File: src/rtl/dwin_pkg.sv
package dwin_pkg;

   // Occupancy tag of one future bus cycle.
   typedef enum logic [1:0] {
      SLOT_IDLE = 2'd0,
      SLOT_RD   = 2'd1,
      SLOT_WR   = 2'd2
   } slot_e;

endpackage

File: src/rtl/dwin_cfg.sv
module dwin_cfg #(
   parameter int CL_W   = 3,
   parameter int AL_W   = 3,
   parameter int CL_MIN = 3,
   parameter int CL_MAX = 6,
   parameter int AL_MAX = 4,
   parameter int RST_CL = 3,
   parameter int RST_AL = 0
) (
   input  logic            clk,
   input  logic            rst_n,
   input  logic            load_i,
   input  logic            quiet_i,
   input  logic [CL_W-1:0] cl_i,
   input  logic [AL_W-1:0] al_i,
   input  logic            bl8_i,
   output logic [CL_W-1:0] cl_o,
   output logic [AL_W-1:0] al_o,
   output logic            bl8_o
);

   logic legal_w;
   logic take_w;

   assign legal_w = (cl_i >= CL_W'(CL_MIN)) && (cl_i <= CL_W'(CL_MAX)) &&
                    (al_i <= AL_W'(AL_MAX));
   assign take_w  = load_i && quiet_i && legal_w;

   always_ff @(posedge clk) begin
      if (!rst_n) begin
         cl_o  <= CL_W'(RST_CL);
         al_o  <= AL_W'(RST_AL);
         bl8_o <= 1'b0;
      end else if (take_w) begin
         cl_o  <= cl_i;
         al_o  <= al_i;
         bl8_o <= bl8_i;
      end
   end

endmodule

File: src/rtl/dwin_timeline.sv
module dwin_timeline
   import dwin_pkg::*;
#(
   parameter int DEPTH = 14,
   parameter int IW    = 4
) (
   input  logic          clk,
   input  logic          rst_n,
   input  logic          ins_i,
   input  slot_e         kind_i,
   input  logic [IW-1:0] lat_i,
   input  logic [IW-1:0] blen_i,
   output slot_e         slot_o [DEPTH],
   output logic          busy_o
);

   // Slot j holds the tag of the bus cycle j cycles from now.
   slot_e slot_q [DEPTH];
   logic [IW:0] end_w;
   logic [DEPTH-1:0] used_w;

   assign end_w = {1'b0, lat_i} + {1'b0, blen_i};

   for (genvar j = 0; j < DEPTH; j++) begin : g_slot
      localparam int NXT = j + 1;
      slot_e src_w;
      logic  hit_w;

      if (j == DEPTH - 1) begin : g_tail
         assign src_w = SLOT_IDLE;
      end else begin : g_body
         assign src_w = slot_q[j+1];
      end

      assign hit_w = ins_i && ((IW+1)'(NXT) >= {1'b0, lat_i}) &&
                     ((IW+1)'(NXT) < end_w);

      always_ff @(posedge clk) begin
         if (!rst_n) begin
            slot_q[j] <= SLOT_IDLE;
         end else begin
            slot_q[j] <= hit_w ? kind_i : src_w;
         end
      end

      assign slot_o[j] = slot_q[j];
      assign used_w[j] = (slot_q[j] != SLOT_IDLE);
   end

   assign busy_o = |used_w;

endmodule

File: src/rtl/dwin_conflict.sv
module dwin_conflict
   import dwin_pkg::*;
#(
   parameter int DEPTH = 14,
   parameter int IW    = 4
) (
   input  slot_e         slot_i [DEPTH],
   input  logic          is_wr_i,
   input  logic [IW-1:0] lat_i,
   input  logic [IW-1:0] blen_i,
   output logic          hit_o
);

   logic [IW:0] end_w;
   logic [DEPTH-1:0] clash_w;

   assign end_w = {1'b0, lat_i} + {1'b0, blen_i};

   for (genvar j = 0; j < DEPTH; j++) begin : g_cmp
      localparam int NXT = j + 1;
      logic in_win_w;
      logic gap_w;

      assign in_win_w = ((IW+1)'(j) >= {1'b0, lat_i}) && ((IW+1)'(j) < end_w);
      // A write needs the cycle ahead of its data free of read data.
      assign gap_w    = is_wr_i && ((IW+1)'(NXT) == {1'b0, lat_i}) &&
                        (slot_i[j] == SLOT_RD);
      assign clash_w[j] = (in_win_w && (slot_i[j] != SLOT_IDLE)) || gap_w;
   end

   assign hit_o = |clash_w;

endmodule

File: src/rtl/posted_cas_sched.sv
module posted_cas_sched
   import dwin_pkg::*;
#(
   parameter int CL_W            = 3,
   parameter int AL_W            = 3,
   parameter int CL_MIN          = 3,
   parameter int CL_MAX          = 6,
   parameter int AL_MAX          = 4,
   parameter int BURST_MAX_BEATS = 8,
   parameter int RST_CL          = 3,
   parameter int RST_AL          = 0
) (
   input  logic            clk,
   input  logic            rst_n,
   input  logic            cfg_load,
   input  logic [CL_W-1:0] cfg_cl,
   input  logic [AL_W-1:0] cfg_al,
   input  logic            cfg_bl8,
   input  logic            cmd_valid,
   input  logic            cmd_write,
   output logic            cmd_accept,
   output logic            cmd_collide,
   output logic            rd_capture_en,
   output logic            wr_drive_en,
   output logic            wr_dm_window
);

   localparam int RL_MAX    = AL_MAX + CL_MAX;
   localparam int CYC_LONG  = BURST_MAX_BEATS / 2;
   localparam int CYC_SHORT = BURST_MAX_BEATS / 4;
   localparam int DEPTH     = RL_MAX + CYC_LONG;
   localparam int IW        = $clog2(DEPTH + 2);

   if (CL_MIN < 3) begin : g_bad_clmin
      $error("CL_MIN must leave room for the write preamble");
   end
   if (CL_MAX >= (1 << CL_W) || CL_MAX < CL_MIN) begin : g_bad_clmax
      $error("CL_MAX out of range for CL_W");
   end
   if (AL_MAX >= (1 << AL_W)) begin : g_bad_almax
      $error("AL_MAX does not fit AL_W");
   end
   if (BURST_MAX_BEATS < 4 || (BURST_MAX_BEATS % 4) != 0) begin : g_bad_burst
      $error("BURST_MAX_BEATS must be a multiple of 4");
   end
   if (RST_CL < CL_MIN || RST_CL > CL_MAX || RST_AL > AL_MAX) begin : g_bad_rst
      $error("reset latency settings are illegal");
   end

   logic [CL_W-1:0] cl_q;
   logic [AL_W-1:0] al_q;
   logic            bl8_q;
   logic            busy_w;
   logic            hit_w;
   logic [IW-1:0]   rl_w;
   logic [IW-1:0]   lat_w;
   logic [IW-1:0]   blen_w;
   slot_e           kind_w;
   slot_e           slot_w [DEPTH];

   dwin_cfg #(
      .CL_W(CL_W), .AL_W(AL_W), .CL_MIN(CL_MIN), .CL_MAX(CL_MAX),
      .AL_MAX(AL_MAX), .RST_CL(RST_CL), .RST_AL(RST_AL)
   ) cfg_i (
      .clk(clk), .rst_n(rst_n), .load_i(cfg_load),
      .quiet_i(!busy_w && !cmd_valid),
      .cl_i(cfg_cl), .al_i(cfg_al), .bl8_i(cfg_bl8),
      .cl_o(cl_q), .al_o(al_q), .bl8_o(bl8_q)
   );

   assign rl_w   = IW'(al_q) + IW'(cl_q);
   assign lat_w  = cmd_write ? (rl_w - IW'(1)) : rl_w;
   assign blen_w = bl8_q ? IW'(CYC_LONG) : IW'(CYC_SHORT);
   assign kind_w = cmd_write ? SLOT_WR : SLOT_RD;

   dwin_conflict #(.DEPTH(DEPTH), .IW(IW)) conflict_i (
      .slot_i(slot_w), .is_wr_i(cmd_write), .lat_i(lat_w),
      .blen_i(blen_w), .hit_o(hit_w)
   );

   assign cmd_accept  = cmd_valid && !hit_w;
   assign cmd_collide = cmd_valid && hit_w;

   dwin_timeline #(.DEPTH(DEPTH), .IW(IW)) timeline_i (
      .clk(clk), .rst_n(rst_n), .ins_i(cmd_accept), .kind_i(kind_w),
      .lat_i(lat_w), .blen_i(blen_w), .slot_o(slot_w), .busy_o(busy_w)
   );

   assign rd_capture_en = (slot_w[0] == SLOT_RD);
   assign wr_dm_window  = (slot_w[0] == SLOT_WR);
   assign wr_drive_en   = wr_dm_window || (slot_w[1] == SLOT_WR);

endmodule

File: config.mk
export PLATFORM = sky130hd
export DESIGN_NAME = posted_cas_sched
export DESIGN_NICKNAME = d
export VERILOG_FILES = /design/src/rtl/dwin_pkg.sv /design/src/rtl/dwin_cfg.sv /design/src/rtl/dwin_timeline.sv /design/src/rtl/dwin_conflict.sv /design/src/rtl/posted_cas_sched.sv
export SDC_FILE = /design/constraint.sdc
export NUM_CORES = 1
export LEC_CHECK = 0
export ABC_AREA = 1
export BUFFER_PORTS_ARGS = -buffer_cell sky130_fd_sc_hd__clkbuf_2
export CAP_MARGIN = 15
export CORE_ASPECT_RATIO = 1.75
export CORE_MARGIN = 3
export CORE_UTILIZATION = 30
export CTS_CLUSTER_DIAMETER = 30
export DETAILED_ROUTE_END_ITERATION = 8
export PLACE_DENSITY = 0.56
export SETUP_SLACK_MARGIN = 0.4
export SKIP_CTS_REPAIR_TIMING = 1
export SYNTH_ARGS = -nofsm -noshare
export SYNTH_HDL_FRONTEND = slang
export SYNTH_HIERARCHICAL = 1
export SYNTH_SLANG_ARGS = --single-unit
File: constraint.sdc
create_clock -name clk -period 5.4 [get_ports clk]
set_input_delay 0.81 -clock clk [delete_from_list [all_inputs] [get_ports clk]]
set_output_delay 0.81 -clock clk [all_outputs]
set_load 0.02 [all_outputs]
==> run metrics <==
asr flop ratio synth=0%; Sink Count=35; Slew Limit Fails=0; final period utilization=88.6%; Synth cell types=38; pin slew with the least headroom to its limit=636 ps; Worst-path clk slew=60 ps; Detailed Place HPWL=9.01 mm; Placed Cells=658; P_leak=0.00180 uW; vias=3444; startpoint class of the critical path=register; worst reg2reg path endpoint=timeline_i/slot_q[5][0]; diodes inserted=0; via-per-instance ratio=5.17; Crit. Startpoint=cfg_i/al_o[0]; pwr dens=585 mW/mm^2; placed inst area=0.00338 sq mm; setup violators final=0; Area contributors post-synth=dfxtp_1 (22%), nand2_1 (15%), nor2_1 (9.6%), nand3_1 (8.3%), inv_1 (8.0%); FMAX=0.209 GHz; Port-buffer cells=16; wire per inst=16.6 um; reg2reg start=cfg_i/al_o[0]; Row Count=48; Synth top area share=22.3%; Max Cap Viol=0; Clock Latency Late Sink=280 ps; Seq/Total Area, Yosys=22.3%; Max rail drop VDD=0.260 mV; Die ar.=0.0118 sq mm; reg-to-reg slack, setup=850 ps; GPL Wtd Cong=1.04; Layout Skew=2.74 ps; Filler Cell Count=1097; WP data arrival=3970 ps; largest net degree at the start of global routing=32; outcome=complete, no violations; Die Width=83.3 um; grt total ovfl=0; vias in the first global route=3347; htree depth=2; clock root buffer=clkbuf_16; CTS tree=yes; Syn Area/Cell=6.09 sq um; hold slack=475 ps; FF+latch count, synth=35; CP Class=register to primary output; design area=0.00357 sq mm; Area Overhead vs Synth=13.8%; final core occ=35.6%; drt pass-1 iters=5; Yosys warning count=6; Die Height=141 um; Clock Path Buffers=2; Worst EP required=4590 ps; Nets=567; Max FO, Critical Path=6; Commonest cells post-synth=nand2_1 (123), nor2_1 (80), inv_1 (67); GRT Util Overall=18.9%; DRT antenna net count=0; Remaining DRCs=0; Setup TNS=0 ps; final WL=11.1 mm; Cell Count, Final, Fillers Out=666; Starting Density=31.3%; # IOs=17; number of synthesized flops with an enable pin=0; final hold vios=0; cells on worst reg2reg path=26; DRT iter0 DRCs=155; cell taking the most area after synthesis=dfxtp_1; minimum clock period=4780 ps; crit path capture=cmd_accept; Slew headroom=57.6%; first-pass GRT wire length=17.4 mm; CTS Buf Count=5; core area=0.0100 sq mm; Main synth FF type=dfxtp_1; share of cells above drive strength 1=17.2%; most common cell in the synthesized netlist=nand2_1; Worst Setup End Kind=primary output; Post-Syn Instances=515; HP Class=register to register; unrepaired setup endpoints after global routing=false; antenna violations before repair=0; Cell Area, Synth=0.00314 sq mm
==> worst max-delay path, stage by stage, from the launching register on <==
cell and delay (ps):
dfxtp_1 350, ha_1 180, inv_1 60, fa_1 480, ha_1 220, nand2_1 110
xor2_2 310, ha_1 360, a21oi_1 210, nand3_1 160, nand3_1 120, nand2_1 120
nand3_1 160, nand2_1 60, nand2_1 70, nand2_1 60, nor2_1 80, nand3_1 150
nor2_4 210, clkbuf_2 210
==> cells by family after synthesis <==
family	synth area share, %
xor+xnor	0.279
flops	22.3
fa+ha+maj	6.70
other cells	0.120
buf+inv	10.8
simple gates	49.6
compound gates	10.2
==> how the worst min path moves through the flow <==
stage / cells after the start / start / slack [ps] / endpoint
2_1_floorplan: 2 / cfg_i/al_o[0] / 440 / cfg_i/al_o[0]
3_3_place_gp: 2 / cfg_i/cl_o[0] / 460 / cfg_i/cl_o[0]
3_5_place_dp: 2 / cfg_i/al_o[2] / 470 / cfg_i/al_o[2]
4_1_cts: 2 / cfg_i/al_o[2] / 480 / cfg_i/al_o[2]
5_1_grt: 2 / cfg_i/cl_o[2] / 520 / cfg_i/cl_o[2]
6_report: 2 / cfg_i/al_o[2] / 480 / cfg_i/al_o[2]
==> registers in the layout, indices dropped and copies added (netlist names) <==
register / flops
cfg_i/al_o: 3
cfg_i/bl8_o: 1
cfg_i/cl_o: 3
timeline_i/slot_q: 28
==> layout by cell type, fill, tap and decap left out, drive strengths merged <==
cell,Yosys,layout
nand4,13,13
dfxtp,35,35
conb,1,4
bufinv,0,1
nor4,7,7
buf,6,5
a31oi,1,1
ha,12,12
nor2,87,87
o21ai,21,21
xor2,1,1
clkinv,1,3
o22ai,2,2
or2,14,14
clkbuf,0,21
nand2,137,137
nand3,61,61
nand3b,3,3
fa,3,3
o21bai,3,3
nor3,5,5
a21oi,27,27
inv,75,75
==> through the flow <==
| stage | total power [uW] | setup WS (ps) |
|---|---|---|
| after floorplan | 1350 | 616 |
| after global placement | 1710 | 790 |
| after detailed placement | 1710 | 685 |
| after CTS | 2050 | 405 |
| after global routing | 2240 | 371 |
| final | 2090 | 616 |
==> layer usage <==
metal  GRT usage, %  up-vias  wire [um]
li1               -     1701          -
met1           17.8     1577       3780
met2           37.9      125       6160
met3           1.92       41        403
met4           12.1        0        721
met5              0        -          0
==> power by group <==
group	total [uW]	internal (uW)	switching, uW
clock	329	217	112
sequential	433	333	100
combinational	1330	452	875
total	2090	1000	1090
==> layout make-up <==
cell class                 instances  area (sq um)  share of cell area, %
tap                              125           156                   4.38
inverter                          76           290                   8.13
timing repair buffer              21           125                   3.50
clock buffer                       5           125                   3.50
multi-input combinational        401          2130                   59.6
clock inverter                     3          43.8                   1.23
sequential                        35           701                   19.6
Power figures use the tool's default switching activity.
